`config.mk`:
```
export PLATFORM = sky130hd
export DESIGN_NAME = daf_top
export DESIGN_NICKNAME = d
export VERILOG_FILES = /design/src/rtl/daf_pkg.sv /design/src/rtl/daf_capture.sv /design/src/rtl/daf_classify.sv /design/src/rtl/daf_policy.sv /design/src/rtl/daf_top.sv
export SDC_FILE = /design/constraint.sdc
export NUM_CORES = 1
export LEC_CHECK = 0
export BUFFER_PORTS_ARGS = -buffer_cell sky130_fd_sc_hd__buf_2
export CAP_MARGIN = 0
export CORE_ASPECT_RATIO = 1.75
export CORE_MARGIN = 2
export CORE_UTILIZATION = 56
export CTS_BUF_LIST = sky130_fd_sc_hd__clkbuf_16
export CTS_CLUSTER_DIAMETER = 80
export DETAILED_ROUTE_END_ITERATION = 16
export HOLD_SLACK_MARGIN = 0.12
export PLACE_DENSITY_LB_ADDON = 0.25
export SETUP_SLACK_MARGIN = 0.02
export SYNTH_ARGS = -nofsm -noshare
export SYNTH_HDL_FRONTEND = slang
export SYNTH_SLANG_ARGS = --single-unit
```
`constraint.sdc`:
```
create_clock -name clk -period 4.65 [get_ports clk]
set_clock_uncertainty 0.15 [all_clocks]
set_input_delay 0.6975 -clock clk [delete_from_list [all_inputs] [get_ports clk]]
set_output_delay 0.6975 -clock clk [all_outputs]
set_load 0.01 [all_outputs]
```
`src/rtl/daf_pkg.sv`:
```
package daf_pkg;

  localparam int unsigned OCTET_W = 8;
  localparam int unsigned CRC_W   = 32;

  typedef enum logic [1:0] {
    CLS_UNICAST   = 2'd0,
    CLS_BROADCAST = 2'd1,
    CLS_MULTICAST = 2'd2
  } addr_class_e;

  typedef enum logic [1:0] {
    POL_DROP_ALL     = 2'd0,
    POL_STATION      = 2'd1,
    POL_STATION_HASH = 2'd2,
    POL_ALL          = 2'd3
  } filt_policy_e;

  // Advance a left-shifting CRC register by one octet, octet LSB first.
  function automatic logic [CRC_W-1:0] crc_octet(
    input logic [CRC_W-1:0]   crc_in,
    input logic [OCTET_W-1:0] octet,
    input logic [CRC_W-1:0]   poly
  );
    logic [CRC_W-1:0] c;
    logic             fb;
    c = crc_in;
    for (int i = 0; i < OCTET_W; i++) begin
      fb = c[CRC_W-1] ^ octet[i];
      c  = {c[CRC_W-2:0], 1'b0};
      if (fb) c = c ^ poly;
    end
    return c;
  endfunction

endpackage

```
`src/rtl/daf_capture.sv`:
```
module daf_capture
  import daf_pkg::*;
#(
  parameter int unsigned      ADDR_BYTES = 6,
  parameter int unsigned      HASH_BITS  = 6,
  parameter logic [CRC_W-1:0] CRC_POLY   = 32'h04C1_1DB7,
  parameter logic [CRC_W-1:0] CRC_PRESET = 32'hFFFF_FFFF
) (
  input  logic                          clk,
  input  logic                          rst_n,
  input  logic                          in_valid,
  input  logic                          in_sof,
  input  logic [OCTET_W-1:0]            in_octet,
  output logic [ADDR_BYTES*OCTET_W-1:0] addr_full,
  output logic [HASH_BITS-1:0]          hash_code,
  output logic                          last_octet
);

  localparam int unsigned ADDR_W = ADDR_BYTES * OCTET_W;
  localparam int unsigned IDX_W  = $clog2(ADDR_BYTES + 1);
  localparam logic [IDX_W-1:0] LAST_IDX = IDX_W'(ADDR_BYTES - 1);

  logic              active_q;
  logic [IDX_W-1:0]  idx_q;
  logic [ADDR_W-1:0] addr_q;
  logic [CRC_W-1:0]  crc_q;

  logic              take;
  logic [IDX_W-1:0]  cur_idx;
  logic [CRC_W-1:0]  crc_base;
  logic [CRC_W-1:0]  crc_next;
  logic [ADDR_W-1:0] addr_next;

  assign take     = in_valid && (in_sof || active_q);
  assign cur_idx  = in_sof ? '0 : idx_q;
  assign crc_base = in_sof ? CRC_PRESET : crc_q;
  assign crc_next = crc_octet(crc_base, in_octet, CRC_POLY);

  // One lane per address octet: load on its index, clear on a fresh start.
  for (genvar k = 0; k < ADDR_BYTES; k++) begin : g_lane
    always_comb begin
      if (take && (cur_idx == IDX_W'(k)))
        addr_next[k*OCTET_W +: OCTET_W] = in_octet;
      else if (in_sof)
        addr_next[k*OCTET_W +: OCTET_W] = '0;
      else
        addr_next[k*OCTET_W +: OCTET_W] = addr_q[k*OCTET_W +: OCTET_W];
    end
  end

  assign last_octet = take && (cur_idx == LAST_IDX);
  assign addr_full  = addr_next;
  assign hash_code  = crc_next[CRC_W-1 -: HASH_BITS];

  always_ff @(posedge clk) begin
    if (!rst_n) begin
      active_q <= 1'b0;
      idx_q    <= '0;
      addr_q   <= '0;
      crc_q    <= CRC_PRESET;
    end else if (take) begin
      active_q <= !last_octet;
      idx_q    <= cur_idx + IDX_W'(1);
      addr_q   <= addr_next;
      crc_q    <= crc_next;
    end
  end

endmodule

```
`src/rtl/daf_classify.sv`:
```
module daf_classify
  import daf_pkg::*;
#(
  parameter int unsigned ADDR_BYTES = 6,
  parameter int unsigned HASH_BITS  = 6
) (
  input  logic [ADDR_BYTES*OCTET_W-1:0] addr,
  input  logic [HASH_BITS-1:0]          hash_code,
  input  logic [ADDR_BYTES*OCTET_W-1:0] node_addr,
  input  logic [(1<<HASH_BITS)-1:0]     hash_tbl,
  output addr_class_e                   cls,
  output logic                          station_hit,
  output logic                          hash_hit
);

  logic [ADDR_BYTES-1:0] octet_eq;

  for (genvar k = 0; k < ADDR_BYTES; k++) begin : g_cmp
    assign octet_eq[k] = (addr[k*OCTET_W +: OCTET_W] == node_addr[k*OCTET_W +: OCTET_W]);
  end

  assign station_hit = &octet_eq;
  assign hash_hit    = hash_tbl[hash_code];

  always_comb begin
    if (&addr)        cls = CLS_BROADCAST;
    else if (addr[0]) cls = CLS_MULTICAST;
    else              cls = CLS_UNICAST;
  end

endmodule

```
`src/rtl/daf_policy.sv`:
```
module daf_policy
  import daf_pkg::*;
(
  input  logic [1:0]  mode,
  input  addr_class_e cls,
  input  logic        station_hit,
  input  logic        hash_hit,
  output logic        accept
);

  filt_policy_e pol;
  logic         open_path;

  assign pol = filt_policy_e'(mode);

  // Path shared by both selective policies.
  assign open_path = (cls == CLS_BROADCAST) || ((cls == CLS_UNICAST) && station_hit);

  always_comb begin
    unique case (pol)
      POL_DROP_ALL:     accept = 1'b0;
      POL_STATION:      accept = open_path;
      POL_STATION_HASH: accept = open_path || ((cls == CLS_MULTICAST) && hash_hit);
      POL_ALL:          accept = 1'b1;
      default:          accept = 1'b0;
    endcase
  end

endmodule

```
`src/rtl/daf_top.sv`:
```
module daf_top
  import daf_pkg::*;
#(
  parameter int unsigned ADDR_BYTES = 6,
  parameter int unsigned HASH_BITS  = 6,
  localparam int unsigned ADDR_W    = ADDR_BYTES * OCTET_W,
  localparam int unsigned TBL_W     = 1 << HASH_BITS
) (
  input  logic              clk,
  input  logic              rst_n,
  input  logic              rx_valid,
  input  logic              rx_sof,
  input  logic [7:0]        rx_octet,
  input  logic [ADDR_W-1:0] node_addr,
  input  logic [TBL_W-1:0]  hash_tbl,
  input  logic [1:0]        filt_mode,
  output logic              dec_valid,
  output logic              dec_accept,
  output logic [1:0]        dec_class
);

  logic [ADDR_W-1:0]    w_addr;
  logic [HASH_BITS-1:0] w_hash_code;
  logic                 w_last_octet;
  addr_class_e          w_cls;
  logic                 w_station_hit;
  logic                 w_hash_hit;
  logic                 w_accept;

  daf_capture #(
    .ADDR_BYTES (ADDR_BYTES),
    .HASH_BITS  (HASH_BITS)
  ) u_capture (
    .clk        (clk),
    .rst_n      (rst_n),
    .in_valid   (rx_valid),
    .in_sof     (rx_sof),
    .in_octet   (rx_octet),
    .addr_full  (w_addr),
    .hash_code  (w_hash_code),
    .last_octet (w_last_octet)
  );

  daf_classify #(
    .ADDR_BYTES (ADDR_BYTES),
    .HASH_BITS  (HASH_BITS)
  ) u_classify (
    .addr        (w_addr),
    .hash_code   (w_hash_code),
    .node_addr   (node_addr),
    .hash_tbl    (hash_tbl),
    .cls         (w_cls),
    .station_hit (w_station_hit),
    .hash_hit    (w_hash_hit)
  );

  daf_policy u_policy (
    .mode        (filt_mode),
    .cls         (w_cls),
    .station_hit (w_station_hit),
    .hash_hit    (w_hash_hit),
    .accept      (w_accept)
  );

  always_ff @(posedge clk) begin
    if (!rst_n) begin
      dec_valid  <= 1'b0;
      dec_accept <= 1'b0;
      dec_class  <= CLS_UNICAST;
    end else begin
      dec_valid  <= w_last_octet;
      dec_accept <= w_last_octet && w_accept;
      if (w_last_octet) dec_class <= w_cls;
    end
  end

endmodule

```
Word level (Yosys, flattened, before mapping) --
Index checks and enable logic that the tools add are counted.
Storage, ports and cells: flip-flop bits (word level) 88, memories kept 0, output and inout bits 4, bits in latches 0, bits in read-only memories 0, memory bits (writable) 0, input port bits 126
Cells by class: divide/modulo/power cells 0, multiplexer cells 27, reduce and logical (&&, ||, !) cells 19, bitwise gates (word level) 16, shift-type cells 0, multiply operators 0, add/subtract/negate cells 1, equality and inequality tests 16, $lt $le $gt $ge 1
Operator list (count):
- $mux 27 | 8
- $not 14->14 | 8
- $mux 8 | 12
- $eq 8x8->1 | 6
- $reduce_and 48->1 | 1
- $mux 32 | 1
- $logic_and 1x1->1 | 10
- $xor 1x1->1 | 8
- $lt 6x7->1 const B | 1
- $bmux 1 s6 | 1
- $eq 2x2->1 const B | 3
- $eq 3x2->1 const B | 2
- $eq 3x3->1 const B | 2
- $reduce_and 6->1 | 1
- $eq 2x1->1 const B | 2
- $logic_not 2->1 | 2
- $mux 2 | 2
- $pmux 1 s4 | 1
- $add 3x1->3 const B | 1
- $eq 3x1->1 const B | 1
- $logic_not 3->1 | 1
- $logic_or 1x1->1 | 3
- $mux 3 | 1
- $logic_not 1->1 | 1
- $mux 1 | 1

Logic depth before layout (Yosys ltp) --
depth in word-level cells 23, mapped depth 15

Modules after synthesis --
From an unflattened synthesis, not the netlist that was laid out.
Second synthesis, totals: cells, all modules 721, area, all modules 6198.4 µm²
By module, submodules not included:
- daf_capture | cells each 574, times used 1, area an instance 4749.6 µm²
- daf_classify | cells each 130, times used 1, area an instance 1280.0 µm²
- daf_top | cells each 10, times used 1, area an instance 127.6 µm²
- daf_policy | cells each 7, times used 1, area an instance 41.3 µm²

Worst setup path before layout --
Ideal clock, no wire load.
kind input-to-reg, start input rx_sof, end register dec_accept, stages 15, required time 4.369 ns, arrival time 3.447 ns, path slack 0.921 ns, cells stage by stage inv_1 clkbuf_1 and3_1 ha_1 o211a_1 buf_1 a22oi_1 a2111oi_0 nor4bb_1 nand3_1 nor4_1 nor2_1 o31a_1 a31oi_1 nor4_1
Between the ends: word-level cells in the longest chain between the ends 18, elaborated cells between the ends (all ways) 73, classes of those cells 13 x eq/ne; 27 x mux; 16 x bitwise; 17 x reduce/logical
Ends and longest elaborated chain:
- from (decl) | RTL line daf_top.sv:12 | input logic rx_sof,
- $mux 32 | RTL line daf_capture.sv:36 | assign crc_base = in_sof ? CRC_PRESET : crc_q;
- $mux 27 (3 in a row) | RTL line daf_pkg.sv:31 | if (fb) c = c ^ poly;
- $not 14->14 (no source line)
- $mux 27 | RTL line daf_pkg.sv:31
- $not 14->14 (no source line)
- $mux 27 (3 in a row) | RTL line daf_pkg.sv:31
- $not 14->14 (no source line)
- $mux 27 | RTL line daf_pkg.sv:31
- $bmux 1 s6 | RTL line daf_classify.sv:23 | assign hash_hit = hash_tbl[hash_code];
- $mux 1 (not written as such) | RTL line daf_classify.sv:23
- $logic_and 1x1->1 | RTL line daf_policy.sv:23 | POL_STATION_HASH: accept = open_path || ((cls == CLS_MULTICAST) && hash_hit);
- $logic_or 1x1->1 | RTL line daf_policy.sv:23
- $pmux 1 s4 | RTL line daf_policy.sv:20 | unique case (pol)
- $logic_and 1x1->1 (*) | RTL line daf_top.sv:72 | dec_accept <= w_last_octet && w_accept;
- to (signal assigned) | RTL line daf_top.sv:72
- to (decl) | RTL line daf_top.sv:18 | output logic dec_accept,
Mark *: on every way between the ends. The rest lies on a longest branch, timed or not. The select of a mux whose other input is x is not followed. A chain may end at the register's enable or synchronous reset.

Worst setup path in the final report --
Ends and elaborated chain as after synthesis.

==> flow_summary.ini <==
[power_and_ir_drop]
internal-power_mw = 1.60
pwr-share-seq = 0.340
power.leakage_nw = 2.94
netSwitchingFraction = 0.358
p_switching_mw = 0.891
p_per_area_mw_per_mm2 = 334
clkPwrFrac = 0.294
ir_drop_v = 0.000327
power_frac_comb = 0.366

[finish]
final_cell_mix = 129 x buf_2, 88 x dfxtp_1, 86 x nand2_1
num-fill-cells = 981
diodes = 0
final_common_cell = buf_2
nets = 1013
area_growth_pct = 15.5
drive_gt1_frac = 0.211

[sta]
setup_viol = 0
period_needed_ps = 4250
hold_violations = 0
finalCritPeriodShare = 0.914
finalWorstSetupSlack_ps = 402
rsz0062_at_grt = false
worst_slew_pin_slew_ps = 1150
max_freq_mhz = 235
tns_ps = 0
maxSlewViolCount = 0
slew_headroom = 0.226

[job]
drv_cap = 0

[drt]
route.detailed.drc = 0
dr.first_iter.drc_count = 404
detail_route.vias_per_cell = 6.44
ant_nets = 0
wire_per_inst_um = 21.0
drt_wl_total_um = 21500
drtPass1Iterations = 5
vias = 6587

[yosys]
ys_ff_latch = 88
synth-xor-area-share = 0.172
synth_flop_cell = dfxtp_1
synth-edff-count = 0
synth.area.mux_share = 0.0726
synth_area_per_cell_sq_um = 8.14
synthesis.area_sq_mm = 0.00645
syn-num-nets = 919
async_reset_ff_frac = 0
synth_top_family_by_area = compound AO/OA/AOI/OAI gates
synthAdderAreaFrac = 0.00194
yosys.area_share.simple = 0.193
postSynthCellCount = 792
synth_cell_types = 70
ys_seq_area_frac = 0.273
ys.warnings.count = 0
synth_compound_area_frac = 0.239

[floorplan]
dieArea_sq_mm = 0.0124
die_y_um = 146
die_x_um = 85.1
pin_count = 130
start_util = 0.578
fp-row-count = 51
fp.coreArea_sq_mm = 0.0112

[worst_setup_path]
r2r_slack_ps = 480
required_ps = 4710
worstPathCellList = buf_2, inv_1, and3_1, ha_1, a31oi_1, a22oi_1, a2111oi_0, nor4bb_1, nand3_1, nor4_1, nor2_1, o31a_1, a31oi_1, nor4_1
r2r-end = dec_accept
max_stage_delay_ps = 590
r2r-start = u_capture.idx_q[0]
cp-endpoint = dec_accept
crit_slowest_cell = nor4_1
startpoint = rx_sof
arrival_ps = 4310
worstSetupPathType = in -> reg
crit_fanout = 7
reg2regPathDepth = 12
cp-end-kind = register
crit_path_start_kind = primary input

[placement]
io_buffer_count = 129
dpl.hpwl_um = 16000
gp_congestion = 0.991
place_ws_ps = 209

[clock_network]
cts.reportedPaths.clkPinSlew_ps = 70
htreeDepth = 3
cts_tree = done
numCtsBuffers = 9
clockBufferDepth = 2
clk_latency_ps = 350
clockRootBuffer = clkbuf_16
postCtsSetupRepairBufs = 0
cts_sinks = 88
holdBufCountCts = 0
cts_resized = 0

[grt]
grt_antenna_before_repair = 0
grt_pass1_vias = 6638
grt_pass1_wl_um = 33500
overflow = 0
grt_max_degree = 68
grtUsageTotal = 0.340

[worst_hold_path]
hp-class = reg -> reg

[status]
status = finished clean
==> cell families (layout without fill, tap and decap cells) <==
kind of cell             after synthesis  count (layout)
AND/OR/NAND/NOR                      263             263
AO/OA/AOI/OAI                        215             215
XOR/XNOR                             120             120
flip-flops                            88              88
buffers and inverters                 72             171
multiplexers                          33              33
adder cells (fa/ha/maj)                1               1
==> stage by stage <==
stage / util / area [sq um] / total power, mW / cells / hold slack [ps]
finish: 0.667 / 7450 / 2.49 / 1023 / 322
global route: 0.667 / 7450 / 2.60 / 1023 / 333
detailed placement: 0.641 / 7150 / 1.76 / 1007 / 312
global placement: 0.641 / 7150 / 1.73 / 1007 / 291
CTS: 0.667 / 7450 / 2.49 / 1023 / 321
floorplan: - / 6450 / 1.54 / 792 / 282
==> how the worst min path moves through the flow <==
stage                         start                    to  depth (start not counted)
6_report        u_capture.addr_q[3]   u_capture.addr_q[3]                          2
3_3_place_gp   u_capture.addr_q[36]  u_capture.addr_q[36]                          2
4_1_cts        u_capture.addr_q[36]  u_capture.addr_q[36]                          2
2_1_floorplan  u_capture.addr_q[36]  u_capture.addr_q[36]                          2
3_5_place_dp   u_capture.addr_q[36]  u_capture.addr_q[36]                          2
5_1_grt         u_capture.addr_q[5]   u_capture.addr_q[5]                          2
==> critical path, delay by kind of cell <==
| family | cells | cell delay (ps) |
|---|---|---|
| AND/OR/NAND/NOR | 6 | 1700 |
| AO/OA/AOI/OAI | 5 | 1460 |
| buffers and inverters | 2 | 210 |
| adder cells (fa/ha/maj) | 1 | 240 |
==> power by group through the flow <==
stage	Combinational [mW]	Sequential [mW]	Clock [mW]
after floorplan	0.700	0.843	0
final	0.910	0.848	0.732
after global placement	0.872	0.861	0
after detailed placement	0.895	0.864	0
after CTS	0.902	0.846	0.742
after global routing	0.987	0.853	0.762
==> sequential cells by signal, summed over array words and instances (netlist names) <==
name                count
dec_accept              1
dec_valid               1
u_capture.idx_q         3
u_capture.addr_q       48
u_capture.crc_q        32
u_capture.active_q      1
dec_class               2
==> area by class of cell <==
class | count | area, sq um | share of cell area
tap | 132 | 165 | 0.0222
timing repair buffer | 151 | 823 | 0.110
clock inverter | 7 | 72.6 | 0.00974
sequential | 88 | 1760 | 0.236
inverter | 4 | 15.0 | 0.00201
clock buffer | 9 | 225 | 0.0302
multi-input combinational | 632 | 4390 | 0.589
==> cells in the mapped netlist, drive strengths merged (3+ instances only) <==
cell     instances  share of area
dfxtp           88           0.27
nor2            87          0.051
nand2           86          0.050
xnor2           67          0.091
a22oi           61          0.071
xor2            49          0.067
clkbuf          44          0.026
o211ai          31          0.036
a21oi           28          0.022
buf             24          0.021
nand3           20          0.016
mux2i           19          0.029
o21ai           19          0.015
a211oi          16          0.019
nand4           16          0.016
a31oi           14          0.014
mux4             9          0.034
nor2b            9         0.0087
nor3             9         0.0078
a21boi           5         0.0058
and2             5         0.0052
mux2             5         0.0087
a2111oi          4         0.0054
a41oi            4         0.0054
and3             4         0.0039
and4             4         0.0054
nand2b           4         0.0039
o211a            4         0.0062
or3              4         0.0039
a221oi           3         0.0041
a32oi            3         0.0041
inv              3         0.0017
nand4b           3         0.0064
nor4             3         0.0029
nor4bb           3         0.0047
o21a             3         0.0035
==> layer usage <==
layer,vias to the layer above,track usage,part of all wire
li1,3077,-,-
met1,3138,0.358,0.36
met3,101,0.0454,0.047
met5,-,0,0
met2,271,0.610,0.53
met4,0,0.225,0.066
No activity file was read; power rests on OpenSTA's default activity.
